## src/rtl/addimm_exec.sv

```systemverilog
module addimm_exec #(
  parameter int XLEN = 32,
  parameter int HLEN = 16
) (
  input  logic            clk,
  input  logic            rst_n,
  input  logic            instr_valid,
  input  logic [31:0]     instr,
  input  logic [XLEN-1:0] ra_val,
  input  logic            msr_c,
  input  logic            pfx_load,
  input  logic [HLEN-1:0] pfx_data,
  output logic [4:0]      rd_idx,
  output logic [XLEN-1:0] rd_data,
  output logic            rd_we,
  output logic            carry_next,
  output logic            imm_pending
);
  logic [HLEN-1:0] hi_q;
  logic            match, op_k, op_c, cin;
  logic [XLEN-1:0] operand;
  logic [XLEN:0]   sum;

  assign match  = (instr[31:29] == 3'b001) && !instr[26];
  assign op_k   = instr[28];
  assign op_c   = instr[27];
  assign rd_idx = instr[25:21];

  assign operand = imm_pending ? {hi_q, instr[15:0]}
                               : {{(XLEN-16){instr[15]}}, instr[15:0]};
  assign cin     = op_c & msr_c;
  assign sum     = {1'b0, ra_val} + {1'b0, operand} + {{XLEN{1'b0}}, cin};

  assign rd_data    = sum[XLEN-1:0];
  assign rd_we      = instr_valid && match && (rd_idx != 5'd0);
  assign carry_next = (instr_valid && match && !op_k) ? sum[XLEN] : msr_c;

  always_ff @(posedge clk) begin
    if (!rst_n) begin
      imm_pending <= 1'b0;
      hi_q        <= '0;
    end else if (pfx_load) begin
      imm_pending <= 1'b1;
      hi_q        <= pfx_data;
    end else if (instr_valid) begin
      imm_pending <= 1'b0;
    end
  end
endmodule

```

## config.mk

```make
export PLATFORM = sky130hd
export DESIGN_NAME = addimm_exec
export DESIGN_NICKNAME = d
export VERILOG_FILES = /design/src/rtl/addimm_exec.sv
export SDC_FILE = /design/constraint.sdc
export NUM_CORES = 1
export LEC_CHECK = 0
export BUFFER_PORTS_ARGS = -buffer_cell sky130_fd_sc_hd__buf_4
export CELL_PAD_IN_SITES_DETAIL_PLACEMENT = 0
export CELL_PAD_IN_SITES_GLOBAL_PLACEMENT = 1
export CORE_MARGIN = 5
export CORE_UTILIZATION = 29
export DETAILED_ROUTE_END_ITERATION = 8
export GPL_ROUTABILITY_DRIVEN = 0
export MAX_ROUTING_LAYER = met4
export PLACE_DENSITY_LB_ADDON = 0.05
export SETUP_SLACK_MARGIN = 0.15
export SLEW_MARGIN = 25
export SYNTH_ARGS = -nofsm -noshare
export SYNTH_HDL_FRONTEND = slang
export SYNTH_SLANG_ARGS = --single-unit
```

## constraint.sdc

```tcl
create_clock -name clk -period 2.9 [get_ports clk]
set_clock_uncertainty 0.15 [all_clocks]
set_input_delay 0.29 -clock clk [delete_from_list [all_inputs] [get_ports clk]]
set_output_delay 0.29 -clock clk [all_outputs]
set_load 0.02 [all_outputs]
```

==> results of run 1 <==
[logic make-up after synthesis]
group	after synthesis
compound gates	99
xor+xnor	26
fa+ha+maj	33
buf+inv	28
flops	17
mux	18
simple gates	136
[cell usage in the layout, fill, tap and decap left out, drive strengths merged, types with 2 or more instances in the layout]
master   count
ha          31
fa           2
inv         16
a31oi        4
and2         2
o31ai        2
a211oi       4
o21a         7
nor3         5
nor2b       17
nand4        2
o2111ai      4
nor4b        3
xor2         7
a2111oi      2
nand2b       8
o21ai       21
nor2        24
xnor2       19
clkbuf       3
dfxtp       17
and3         5
a21oi       33
a211o        2
mux2i       17
o21bai       3
buf        191
nand3        6
nand2       60
a21o         7
[timing repair]
item                       4_1_cts  5_1_grt
setup endpoints to repair       20       21
pin swaps                       24       11
buffers inserted                 8        7
gates resized for setup         61       24
[worst max-delay path by stage]
stage / from / to / slack, ns / cells after the start
after floorplan: instr[0] / carry_next / -0.32 / 10
after CTS: instr[0] / carry_next / -0.54 / 12
after global placement: instr[0] / carry_next / -0.62 / 12
after detailed placement: instr[0] / carry_next / -0.67 / 12
final: instr[0] / carry_next / -0.50 / 12
after global routing: instr[0] / carry_next / -0.62 / 12
[layer usage]
layer	track usage	up-vias	wire length [um]
met1	0.1922	1376	3996
met2	0.2633	63	4356
met4	0.01644	0	17
met3	0.01480	2	321
li1	-	1638	-
met5	-	-	0
[critical path, cell delays in order]
cell       delay [ns]
buf_8            0.08
inv_8            0.02
fa_2             0.38
fa_2             0.35
and2b_2          0.25
o2111ai_4        0.15
a2111oi_4        0.37
o31ai_2          0.11
o31a_1           0.27
or3b_4           0.41
a21oi_4          0.13
buf_6            0.13
[cell type report]
class                           count  share of cell area
Multi-Input combinational cell    312              0.5685
Timing Repair Buffer              191              0.3100
Sequential cell                    17             0.07046
Tap cell                          108             0.02767
Inverter                           16             0.01384
Clock buffer                        3            0.008455
Clock inverter                      1            0.001025
[report_power, final]
group	leakage (uW)	switching (uW)	internal, uW
Combinational	0.00212	650	681
Sequential	0.000141	8.62	248
Clock	0.0000255	70.5	94.9
Total	0.00228	729	1020
[registers in the layout (all words and copies together) (netlist names)]
| register | flops |
|---|---|
| hi_q | 16 |
| imm_pending | 1 |
[through the flow]
step | TNS, ns | instance area (um^2) | utilization | power [uW] | instances
after detailed placement | -3.077 | 4293 | 0.4923 | 1423 | 629
after global routing | -4.122 | 4883 | 0.5600 | 1874 | 648
after CTS | -2.301 | 4686 | 0.5373 | 1706 | 641
after global placement | -2.465 | 4293 | 0.4923 | 1416 | 629
after floorplan | -0.5344 | 2930 | - | 946.8 | 357
final | -2.324 | 4883 | 0.5600 | 1752 | 648
==> results.py, run 1 <==
metrics = {
    "status": {
        "status": "complete, but fails checks",
        "violations": "negative setup slack",
    },
    "drt": {
        "wl_um": 8693,
        "wl_per_cell_um": 13.42,
        "dr.pass1.iters": 4,
        "viasPerCell": 4.752,
        "drt_iter0_markers": 60,
        "antenna_left": 0,
        "drc": 0,
        "vias": 3079,
    },
    "placed_design": {
        "place_ws_ns": -0.6730,
        "dpl.hpwl_um": 7309,
        "port_buffers": 119,
    },
    "die": {
        "die-area_um2": 10950,
        "die_h_um": 104.6,
        "core_area_um2": 8721,
        "ios": 125,
        "die_w_um": 104.6,
        "start_util": 0.2978,
        "row_count": 34,
    },
    "final_layout": {
        "ff_latch_area_um2": 344.1,
        "multi_input_area_um2": 2776,
        "nNetsFinal": 659,
        "n_fill_cell": 859,
        "num_antenna_cells": 0,
        "drive_gt1_frac": 0.5296,
        "area_growth_pct": 88.01,
    },
    "critical_path": {
        "worstPathRequired_ns": 2.46,
        "r2r_slack_ns": 1.73,
        "crit_path_end_kind": "output pin",
        "path_max_fanout": 2,
        "cp.arrival_ns": 2.96,
        "rr_worst_depth": 4,
        "reg2reg_from": "imm_pending$_SDFFE_PN0P_",
        "critPathLaunchType": "input port",
        "path_class": "in -> out",
        "r2r_end": "imm_pending$_SDFFE_PN0P_",
    },
    "cts": {
        "numCtsBuffers": 3,
        "cts_num_sinks": 17,
        "h-tree-depth": 1,
        "insertion_delay_ns": 0.24,
        "cts_hold_buf": 0,
        "cts_root_buf": "clkbuf_8",
        "cts.path.max_buffers": 2,
        "clk_pin_slew_ns": 0.06,
        "cts_tree": "done",
    },
    "timing": {
        "drv_slew": 0,
        "whs_ns": 0.1514,
        "rsz0062_at_grt": "yes",
        "hold_viol": 0,
        "fin_crit_sh": 1.173,
        "fmax_mhz": 293.9,
        "setup_violations": 15,
        "fin_ws_ns": -0.5024,
        "maxSlewHeadroom": 0.6939,
        "worstMarginPinSlew_ns": 0.4543,
        "final.min_clock_period_ns": 3.402,
    },
    "min_path": {
        "whs_endpoint": "hi_q[1]$_SDFFE_PN0P_",
        "min-delay-start": "pfx_data[1]",
        "holdPathStages": 3,
        "hp-class": "in -> reg",
    },
    "yosys": {
        "yosys_warnings": 0,
        "synth-edff-count": 0,
        "netlist_area_um2": 2597,
        "synthSimpleGateAreaFrac": 0.2466,
        "synth_xor_xnor_area_share": 0.08767,
        "ys_seq_area_frac": 0.1310,
        "synth_area_leader_cell": "ha_1",
        "postSynthCellCount": 357,
        "synth_compound_area_frac": 0.2524,
        "netlist_top_cells_count": "nand2_1 (60), a21oi_1 (32), ha_1 (31), nor2_1 (24), xnor2_1 (19)",
        "syn_avg_cell_area_um2": 7.276,
        "synth-async-reset-ratio": 0,
        "synth.most_common_cell": "nand2_1",
        "synth_cell_types": 51,
        "ys_top_cells_by_area": "ha_1 (15%), dfxtp_1 (13%), nand2_1 (8.7%)",
        "ys_ff_latch": 17,
        "synth_flop_cell": "dfxtp_1",
        "synth.area.mux_share": 0.06985,
        "syn_nets": 475,
        "synth_top_family_by_area": "compound AO/OA/AOI/OAI gates",
        "synth_top_area_frac": 0.1493,
        "synthAdderAreaFrac": 0.1647,
    },
    "power_and_ir_drop": {
        "power.density_nw_per_um2": 358.9,
        "leakage_uw": 0.002285,
        "ir_drop_mv": 0.3045,
    },
    "global_route": {
        "grt_max_degree": 18,
        "grt_pass1_vias": 3061,
        "grt_usage": 0.1497,
        "grt_pass1_wl_um": 13970,
        "grt_overflow": 0,
        "antenna_found_initial": 0,
    },
    "job": {
        "maxCapViolCount": 0,
    },
}
Note: power is estimated with default switching activity, not from simulation.
==> run 2, diff against run 1 <==
==> constraint.sdc (replaced) <==
create_clock -name clk -period 2.9 [get_ports clk]
set_clock_uncertainty 0.15 [all_clocks]
set_input_delay 0.29 -clock clk [delete_from_list [all_inputs] [get_ports clk]]
set_output_delay 0.29 -clock clk [all_outputs]
set_load 0.1 [all_outputs]
==> run 2 against run 1 <==
The run still ends with negative setup slack left. Flip-flop and latch count did not move. Clock power rose by 4%. Critical endpoint unchanged. Utilization rose by 14 points. Die area did not move. Sequential share of layout area fell by 1.4 points. First-iteration DRC count rose by 1.7%. Clock-buffer cell count rose by 1. Final cell count rose by 9.4%. Via count rose by 11%. Routed wire length rose by 12%. Setup slack got worse by 0.17 ns.
==> results.py, run 2 (synthesized netlist as in run 1, its figures left out) <==
metrics = {
    "timing": {
        "setup_violations": 21,
        "maxSlewHeadroom": 0.7276,
        "rsz0062_at_grt": "yes",
        "hold_viol": 0,
        "drv_slew": 0,
        "fin_crit_sh": 1.231,
        "fin_ws_ns": -0.6699,
        "final.min_clock_period_ns": 3.570,
        "worstMarginPinSlew_ns": 0.4052,
        "fmax_mhz": 280.1,
        "fin_setup_tns_ns": -6.737,
    },
    "die": {
        "die_w_um": 104.6,
        "start_util": 0.2978,
        "row_count": 34,
        "core_area_um2": 8721,
        "die-area_um2": 10950,
        "die_h_um": 104.6,
        "ios": 125,
    },
    "power_and_ir_drop": {
        "seq_power_share": 0.084,
        "p_comb_frac": 0.859,
        "power.density_nw_per_um2": 497.3,
        "switching_share": 0.5261,
        "pwr-share-clk": 0.057,
        "p_sw_uw": 1598,
        "finalPower_uw": 3038,
        "ir_drop_mv": 0.5950,
        "internal_power_uw": 1440,
        "leakage_uw": 0.002820,
    },
    "job": {
        "maxCapViolCount": 0,
    },
    "min_path": {
        "hp-class": "in -> reg",
        "holdPathStages": 3,
    },
    "cts": {
        "cts_tree": "done",
        "cts_root_buf": "clkbuf_8",
        "clk_pin_slew_ns": 0.06,
        "cts_num_sinks": 17,
        "numCtsBuffers": 3,
        "h-tree-depth": 1,
        "cts.path.max_buffers": 2,
        "insertion_delay_ns": 0.25,
        "cts_hold_buf": 0,
    },
    "global_route": {
        "grt_max_degree": 18,
        "grt_overflow": 0,
        "grt_pass1_wl_um": 15900,
        "antenna_found_initial": 0,
        "grt_usage": 0.1720,
        "grtUsageMet1": 0.2248,
        "busiest_layer": "met2",
        "gr-usage-met2": 0.2923,
        "grt_pass1_vias": 3493,
        "use_met3": 0.02343,
    },
    "drt": {
        "antenna_left": 0,
        "drc": 0,
        "dr.pass1.iters": 4,
        "wl_per_cell_um": 13.75,
        "drt_iter0_markers": 61,
        "wl_um": 9750,
        "viasPerCell": 4.800,
        "vias": 3403,
    },
    "final_layout": {
        "drive_gt1_frac": 0.6173,
        "largest-register": "hi_q",
        "final_core_util": 0.7004,
        "num_antenna_cells": 0,
        "nNetsFinal": 720,
        "largestRegisters": "hi_q x16, imm_pending x1",
        "final_common_cell": "buf_4",
        "largest_reg_flops": 16,
        "area_growth_pct": 135.2,
        "final_cell_mix": "buf_4 (194), nand2_1 (44), buf_6 (30)",
        "fin_cells": 709,
    },
    "status": {
        "violations": "negative setup slack",
        "status": "complete, but fails checks",
    },
    "placed_design": {
        "place_ws_ns": -0.9205,
        "dpl.hpwl_um": 7973,
        "port_buffers": 119,
        "dp_cells": 677,
    },
    "critical_path": {
        "worstPathRequired_ns": 2.46,
        "critPathLaunchType": "input port",
        "worstSetupPathDepth": 12,
        "cp_slowest_cell": "or3b_4",
        "path_max_fanout": 2,
        "worst-path-buf-inv": 3,
        "cp_top_family": "compound AO/OA/AOI/OAI gates",
        "cp_common_cell": "fa_2",
        "path_class": "in -> out",
        "critical_path.cell_chain": "buf_6 > inv_2 > fa_2 > fa_2 > and2b_2 > o2111ai_4 > a2111oi_4 > o31ai_2 > o31a_1 > or3b_4 > a21oi_4 > buf_12",
        "crit_path_end_kind": "output pin",
        "cp.arrival_ns": 3.13,
        "slowest_delay_ns": 0.43,
        "rr_worst_depth": 3,
    },
}
==> run 2: power by group through the flow <==
stage	clock, uW	sequential, uW	combinational, uW
5_1_grt	193	257	2730
6_report	172	256	2610
2_1_floorplan	0	264	1560
4_1_cts	177	256	2490
3_5_place_dp	0	261	2130
3_3_place_gp	0	261	2120
==> run 2: worst reg2reg max path, delay by kind of cell, from the launching register on <==
kind	cells	cell delay, ns
AND/OR/NAND/NOR	1	0.15
AO/OA/AOI/OAI	1	0.16
flip-flops	1	0.35
buffers and inverters	1	0.18
==> run 2: what timing repair did <==
item / CTS / global route
gates resized for setup: 125 / 49
setup endpoints to repair: 24 / 26
buffers inserted: 16 / 12
pin swaps: 41 / 26
==> run 2: routing by layer <==
layer / vias to the layer above / routed length, um
met1: 1559 / 4330
met4: 0 / 60
li1: 1749 / -
met3: 6 / 459
met2: 89 / 4899
met5: - / 0
==> run 2: final cells by class <==
type / count / area, um^2
timing repair buffer: 252 / 2340
multi-input combinational: 312 / 3184
fill: 714 / 2613
inverter: 16 / 60.06
sequential: 17 / 344.1
tap: 108 / 135.1
clock buffer: 4 / 45.04
==> run 2: metrics by stage <==
stage	instance area (um^2)	hold WS [ns]
after floorplan	3321	0.2682
after global placement	5056	0.3486
after detailed placement	5056	0.3531
after CTS	5783	0.1450
after global routing	6108	0.1354
final	6108	0.1484
==> run 2: path summary, 6_finish.rpt <==
path | start | endpoint | slack (ns)
hold / removal | pfx_data[12] | hi_q[12]$_SDFFE_PN0P_ | 0.15
setup / recovery | instr[0] | carry_next | -0.67
hold reg to reg | hi_q[9]$_SDFFE_PN0P_ | hi_q[9]$_SDFFE_PN0P_ | 0.37
setup reg to reg | imm_pending$_SDFFE_PN0P_ | imm_pending$_SDFFE_PN0P_ | 1.80
